**src/rtl/fetch_pkg.sv**
```systemverilog
package fetch_pkg;

  // Strobes from stall control to the fetch datapath
  typedef struct packed {
    logic pcWrite;
    logic irWrite;
    logic takeBranch;
  } fetchStrobe_t;

endpackage

```
**src/rtl/fetch_ctrl.sv**
```systemverilog
module fetch_ctrl
  import fetch_pkg::*;
#(
  parameter int OPC_W     = 6,
  parameter int STORE_OPC = 9,
  parameter int CBR_A_OPC = 10,
  parameter int CBR_B_OPC = 11
) (
  input  logic [OPC_W-1:0] idOpcode,
  input  logic             branchTaken,
  input  logic             loadUseHazard,
  input  logic             exMemRegWrite,
  input  logic             exMemIsLoad,
  output fetchStrobe_t     strobe
);

  localparam logic [OPC_W-1:0] StoreCode = OPC_W'(STORE_OPC);
  localparam logic [OPC_W-1:0] CbrACode  = OPC_W'(CBR_A_OPC);
  localparam logic [OPC_W-1:0] CbrBCode  = OPC_W'(CBR_B_OPC);

  logic isCondBranch;
  logic isStore;
  logic flagWait;
  logic loadWait;
  logic stall;

  always_comb begin
    isCondBranch = (idOpcode == CbrACode) || (idOpcode == CbrBCode);
    isStore      = (idOpcode == StoreCode);
    // branch waits for an ALU result that will set the flag
    flagWait     = exMemRegWrite && !exMemIsLoad;
    // store data is forwarded later, so a store passes the hazard
    loadWait     = loadUseHazard && !isStore;
    stall        = isCondBranch ? flagWait : loadWait;

    strobe.pcWrite    = !stall;
    strobe.irWrite    = !stall;
    strobe.takeBranch = branchTaken;
  end

endmodule

```
**src/rtl/fetch_datapath.sv**
```systemverilog
module fetch_datapath
  import fetch_pkg::*;
#(
  parameter int          PC_W     = 32,
  parameter int          INSTR_W  = 32,
  parameter int          TGT_W    = 26,
  parameter logic [31:0] NOP_WORD = 32'h0
) (
  input  logic               clk,
  input  logic               rst,
  input  fetchStrobe_t       strobe,
  input  logic [INSTR_W-1:0] fetchInstr,
  output logic [PC_W-1:0]    pcQ,
  output logic [INSTR_W-1:0] irQ
);

  localparam logic [INSTR_W-1:0] NopInstr = INSTR_W'(NOP_WORD);
  localparam logic [PC_W-1:0]    PcOne    = PC_W'(1);

  logic [TGT_W-1:0] rawTarget;
  logic [PC_W-1:0]  branchTarget;
  logic [PC_W-1:0]  nextPc;

  assign rawTarget = irQ[TGT_W-1:0];

  generate
    if (PC_W > TGT_W) begin : g_sext
      assign branchTarget = {{(PC_W-TGT_W){rawTarget[TGT_W-1]}}, rawTarget};
    end else begin : g_trunc
      assign branchTarget = rawTarget[PC_W-1:0];
    end
  endgenerate

  always_comb begin
    nextPc = strobe.takeBranch ? branchTarget : (pcQ + PcOne);
  end

  always_ff @(posedge clk) begin
    if (rst) begin
      pcQ <= '0;
    end else if (strobe.pcWrite) begin
      pcQ <= nextPc;
    end
  end

  always_ff @(posedge clk) begin
    if (rst) begin
      irQ <= NopInstr;
    end else if (strobe.irWrite) begin
      irQ <= fetchInstr;
    end
  end


  seq_step_chk: assert property (@(posedge clk) disable iff (rst)
    (strobe.pcWrite && !strobe.takeBranch) |=> (pcQ == $past(pcQ) + PcOne));


  ir_load_chk: assert property (@(posedge clk) disable iff (rst)
    strobe.irWrite |=> (irQ == $past(fetchInstr)));


  ir_hold_chk: assert property (@(posedge clk) disable iff (rst)
    !strobe.irWrite |=> $stable(irQ));

endmodule

```
**src/rtl/fetch_stage.sv**
```systemverilog
module fetch_stage
  import fetch_pkg::*;
#(
  parameter int          PC_W      = 32,
  parameter int          INSTR_W   = 32,
  parameter int          OPC_W     = 6,
  parameter int          TGT_W     = 26,
  parameter int          STORE_OPC = 9,
  parameter int          CBR_A_OPC = 10,
  parameter int          CBR_B_OPC = 11,
  parameter logic [31:0] NOP_WORD  = 32'h0
) (
  input  logic               clk,
  input  logic               rst,
  input  logic [INSTR_W-1:0] fetchInstr,
  input  logic               branchTaken,
  input  logic [OPC_W-1:0]   idOpcode,
  input  logic               loadUseHazard,
  input  logic               exMemRegWrite,
  input  logic               exMemIsLoad,
  output logic [PC_W-1:0]    pcOut,
  output logic [INSTR_W-1:0] ifidInstr,
  output logic               fetchAdvance
);

  fetchStrobe_t strobe;

  fetch_ctrl #(
    .OPC_W    (OPC_W),
    .STORE_OPC(STORE_OPC),
    .CBR_A_OPC(CBR_A_OPC),
    .CBR_B_OPC(CBR_B_OPC)
  ) u_ctrl (
    .idOpcode     (idOpcode),
    .branchTaken  (branchTaken),
    .loadUseHazard(loadUseHazard),
    .exMemRegWrite(exMemRegWrite),
    .exMemIsLoad  (exMemIsLoad),
    .strobe       (strobe)
  );

  fetch_datapath #(
    .PC_W    (PC_W),
    .INSTR_W (INSTR_W),
    .TGT_W   (TGT_W),
    .NOP_WORD(NOP_WORD)
  ) u_dp (
    .clk       (clk),
    .rst       (rst),
    .strobe    (strobe),
    .fetchInstr(fetchInstr),
    .pcQ       (pcOut),
    .irQ       (ifidInstr)
  );

  assign fetchAdvance = strobe.pcWrite;

  localparam logic [OPC_W-1:0] StoreCode = OPC_W'(STORE_OPC);
  localparam logic [OPC_W-1:0] CbrACode  = OPC_W'(CBR_A_OPC);
  localparam logic [OPC_W-1:0] CbrBCode  = OPC_W'(CBR_B_OPC);


  cbr_flag_stall_chk: assert property (@(posedge clk) disable iff (rst)
    ((idOpcode == CbrACode || idOpcode == CbrBCode) && exMemRegWrite && !exMemIsLoad)
      |=> ($stable(pcOut) && $stable(ifidInstr)));


  load_use_stall_chk: assert property (@(posedge clk) disable iff (rst)
    (idOpcode != CbrACode && idOpcode != CbrBCode && idOpcode != StoreCode && loadUseHazard)
      |=> $stable(pcOut));


  store_pass_chk: assert property (@(posedge clk) disable iff (rst)
    (idOpcode == StoreCode) |-> fetchAdvance);


  reset_state_chk: assert property (@(posedge clk)
    rst |=> (pcOut == '0 && ifidInstr == INSTR_W'(NOP_WORD)));

endmodule

```
**config.mk**
```make
export PLATFORM = sky130hd
export DESIGN_NAME = fetch_stage
export DESIGN_NICKNAME = d
export VERILOG_FILES = /design/src/rtl/fetch_pkg.sv /design/src/rtl/fetch_ctrl.sv /design/src/rtl/fetch_datapath.sv /design/src/rtl/fetch_stage.sv
export SDC_FILE = /design/constraint.sdc
export NUM_CORES = 1
export LEC_CHECK = 0
export ABC_AREA = 1
export BUFFER_PORTS_ARGS = -buffer_cell sky130_fd_sc_hd__buf_2
export CAP_MARGIN = 15
export CORE_MARGIN = 2
export CORE_UTILIZATION = 51
export CTS_CLUSTER_DIAMETER = 120
export DETAILED_ROUTE_END_ITERATION = 12
export HOLD_SLACK_MARGIN = 0.03
export PLACE_DENSITY = 0.88
export SLEW_MARGIN = 20
export SYNTH_ARGS = -nofsm -noshare
export SYNTH_HDL_FRONTEND = slang
export SYNTH_SLANG_ARGS = --single-unit
```
**constraint.sdc**
```tcl
create_clock -name clk -period 1.5 [get_ports clk]
set_input_delay 0.3 -clock clk [delete_from_list [all_inputs] [get_ports clk]]
set_output_delay 0.3 -clock clk [all_outputs]
set_load 0.02 [all_outputs]
```
; ---- Word level (Yosys, flattened, before mapping)
; Index checks and enable logic that the tools add are counted.
[op_classes]
n_addsub = 1
eq_ne = 3
muxes = 2
n_reduce_logical = 6
[ops]
columns = cell, n
row1 = $add 32x1->32 const B, 1
row2 = $mux 32, 1
row3 = $eq 6x4->1 const B, 3
row4 = $logic_not 1->1, 3
row5 = $logic_and 1x1->1, 2
row6 = $logic_or 1x1->1, 1
row7 = $mux 1, 1
[word_totals]
regBits = 64
input_bits = 44
wordCells = 14

; ---- Logic depth before layout (Yosys ltp)
[depth]
word_depth = 5
mapped_depth = 11
ltp_nobuf = 11

; ---- By module
; A second synthesis with hierarchy kept.
[unflattened]
cells_unflattened = 526
area_unflattened_um2 = 3453.3
[by_module_without_submodules]
columns = mod, instances, cells_per_inst, area_each_um2, seq_area_each_um2
row1 = fetch_datapath, 1, 512, 3379.5, 1281.2
row2 = fetch_ctrl, 1, 14, 73.8, 0.0

; ---- Least setup slack after synthesis
; No wires, ideal clock.
[synth_path]
path_type = reg2reg
from = reg u_dp.pcQ[0]
to = reg u_dp.pcQ[14]
setup_time_ns = 0.113
arrival_ns = 1.485
required_ns = 1.387
slack_ns = -0.098
stages_incl_launch_ff = 11
n_path_buf = 0
path_cell_list = dfxtp_1 -> ha_1 -> nand2_1 -> nor2_1 -> nand2_1 -> nor2_4 -> nor2_1 -> nor2_1 -> nand2_1 -> nand2_1 -> nor2_1
[synth_via]
elab_chain_len = 2
[synth_rtl]
columns = item, line
row1 = "start, declared", fetch_datapath.sv:13  ; output logic [PC_W-1:0] pcQ,
row2 = "start signal, assigned", fetch_datapath.sv:42  ; pcQ <= nextPc;
row3 = $add 32x1->32, fetch_datapath.sv:35  ; nextPc = strobe.takeBranch ? branchTarget : (pcQ + PcOne);
row4 = $mux 32, fetch_datapath.sv:35
; Every way passes these cells.
; A chain may end at the register's enable or synchronous reset.

; ---- Final worst setup path
[layout_path]
from = reg u_dp.pcQ[0]
to = reg u_dp.pcQ[28]
; Same word-level chain as after synthesis.

==> results.md <==
- Outcome: finished, final reports clean
- Flop-to-flop setup slack: 0.03 ns
- Crit path cell chain: ha_4 > nand2_4 > nor2_4 > nand2_4 > inv_2 > nand2_2 > inv_2 > nand2_1 > nand2_1 > nand3_1 > a21oi_2
- H-tree lvl count: 3
- Routed len/inst: 13.47 microns
- Inst Count DP: 739
- Layout cells sized above 1: 33.83%
- Most frequent cells in the layout: nand2_1 (113), nor2_1 (113), buf_2 (107)
- Slew Limit Headroom: 78.34%
- P&R area growth vs syn: 32.78%
- Dpl hpwl: 7345 microns
- Number of global-route vias before repair: 3545
- Hold path cells: 3
- Max Slew Vio Count: 0
- Static Leak: 2.144 nW
- Seq/Total Area, Yosys: 36.69%
- Worst r2r path cells: 11
- Mapped Nets: 591
- Synth warnings: 0
- Area contributors post-synth: dfxtp_1 (37%), nand2_1 (13%), nor2_1 (13%)
- Final net count: 717
- Worst clock skew: 0.01023 ns
- Dominant cell type by area after synthesis: dfxtp_1
- Vias per cell: 5.379
- Total power: 4.377 mW
- Worst-path fanout max: 5
- DIE HEIGHT: 86.75 microns
- R2r endpoint: u_dp.pcQ[28]
- DRT Wirelength: 10190 microns
- Antenna fix cells: 0
- Worst setup SP type: flip-flop
- Min Tclk post-route: 1.469 ns
- Root Buffer: clkbuf_8
- Vias: 4072
- #FFs+latches synth: 64
- CTS Hold Bufs: 0
- First-pass GRT wire length: 16190 microns
- Fmax: 680.9 MHz
- Bufs and invs on worst path: 2
- Worst-Margin Slew: 0.3216 ns
- Initial antenna violation count: 0
- Clock Latency Late Sink: 0.35 ns
- WP data required: 1.78 ns
- Instance count on the critical path: 11
- Ports: 109
- Final hold violations: 0
- Total GRT Usage: 27.20%
- # DRC: 0
- DRT iter0 DRCs: 328
- Global route overflow: 0
- Synthesized area: 0.003492 sq mm
- DRT antenna net count: 0
- Crit share post-route: 97.91%
- CTS Sinks: 64
- Final setup fails: 0
- Arr. time, crit path: 1.75 ns
- Avg Inst Size Synth: 6.396 sq um
- Hold Startpoint: fetchInstr[19]
- Hold endpoint: u_dp.irQ[19]
- Worst-path clk slew: 0.08 ns
- # rows: 30
- Synthesized instance count: 546
- Pre-CTS setup slack: -0.05060 ns
- Clk buf depth: 2
- RR Startpoint: u_dp.pcQ[0]
- Critical Setup Path Class: reg -> reg
- Final non-filler cell total: 757
- Num CTS Buffers: 9
- VDD IR max: 0.6225 mV
- Initial Util: 51.97%
- Die Area: 0.007526 sq mm
- Die width: 86.75 microns
- TritonRoute pass-1 iters: 6
- Core footprint: 0.006719 sq mm
- Setup crit end kind: flip-flop
- Cell family with most CP delay: simple AND/OR/NAND/NOR gates
- CTS tree: built
- CP peak stage delay: 0.37 ns
- Setup ws final: 0.03141 ns
- Placer Congestion: 0.9581
- Slowest cell on crit path: dfxtp_2
- Worst min path class: in -> reg
- PD cells: 943.9 mW/mm^2
- Pin count of the biggest net entering global routing: 44
- Top cell type's share of synthesized area: 36.69%
- Max-cap violations: 0
- Yosys cell types: 31
- RSZ-0062 raised after global routing: true
- I/O Buffers: 108
## per-stage QoR
step / hold slack, ns / area (sq um) / TNS [ns] / utilization [%]
after global placement: 0.4580 / 4260 / 0 / 63.41
after global routing: 0.2067 / 4637 / -0.3743 / 69.01
after floorplan: 0.3691 / 3495 / 0 / -
after detailed placement: 0.4709 / 4260 / -0.3781 / 63.41
after CTS: 0.1962 / 4476 / 0 / 66.61
final: 0.1949 / 4637 / 0 / 69.01
## report_power, final
part,internal [mW],switching [mW],leakage [nW]
logic,0.329,0.522,1.50
registers,1.83,0.122,0.536
clock network,0.862,0.715,0.107
## sequential cells by signal (all words and copies together) (netlist names)
name / count
u_dp.irQ: 32
u_dp.pcQ: 32
## final cells by class
class | count | area (sq um)
fillers | 535 | 2082
repair buffers | 139 | 820.8
inverters | 42 | 162.7
multi-input cells | 416 | 2041
clock buffers | 12 | 155.1
well taps | 80 | 100.1
clock inverters | 4 | 52.55
flip-flops and latches | 64 | 1305
## routing by layer
layer / vias up / wire length (microns) / track usage (%)
met5: - / 0 / 0
met4: 0 / 314 / 9.659
met3: 33 / 835 / 7.238
met2: 199 / 4745 / 43.29
met1: 1840 / 4298 / 35.58
li1: 2000 / - / -
## repair_timing
item                       CTS  global route
setup buffers                0             2
gates resized for setup      4            49
setup endpoints to repair    2            25
pin swaps                    0            17
hold endpoints to repair     0             0
## worst min-delay path: cells and delay by family
kind / cells / cell delay [ns]
AOI/OAI and AO/OA: 1 / 0.07
buffers and inverters: 1 / 0.07
and+or+nand+nor: 1 / 0.07
## worst max-delay path by stage
stage | start | to | slack (ns)
6_report | u_dp.pcQ[0] | u_dp.pcQ[28] | 0.03
2_1_floorplan | u_dp.pcQ[0] | u_dp.pcQ[14] | 0.01
3_5_place_dp | idOpcode[2] | u_dp.pcQ[28] | -0.05
3_3_place_gp | idOpcode[2] | u_dp.pcQ[26] | 0.02
4_1_cts | u_dp.pcQ[1] | u_dp.pcQ[14] | 0.004
5_1_grt | u_dp.pcQ[1] | u_dp.pcQ[28] | -0.07
## cells in the mapped netlist
master,n
nand4_1,2
nor2_4,9
clkbuf_1,10
nand2_2,11
buf_4,4
nand2_4,1
nand3_1,27
buf_2,7
clkinv_1,1
nor2_1,119
inv_2,4
or2_2,2
xnor2_1,1
o21ai_2,1
o22ai_1,2
nand3b_1,3
a21oi_2,2
dfxtp_1,64
nor2_2,8
inv_1,37
o21ai_0,62
clkbuf_2,1
nor3_1,2
buf_6,2
nand2_1,120
mux2i_1,2
a21oi_1,36
o21bai_1,1
ha_1,1
xor2_1,1
o21ai_1,3
## cells by family (layout without fill, tap and decap cells)
logic type,Yosys count,in the layout,share of synthesized area (%)
AOI/OAI and AO/OA,107,107,15.80
and+or+nand+nor,304,304,37.84
xor gates and xnor gates,2,2,0.5017
buffers and inverters,66,197,8.240
muxes,2,2,0.5733
DFF,64,64,36.69
adders and majority gates,1,1,0.3582
Power figures use the tool's default switching activity.
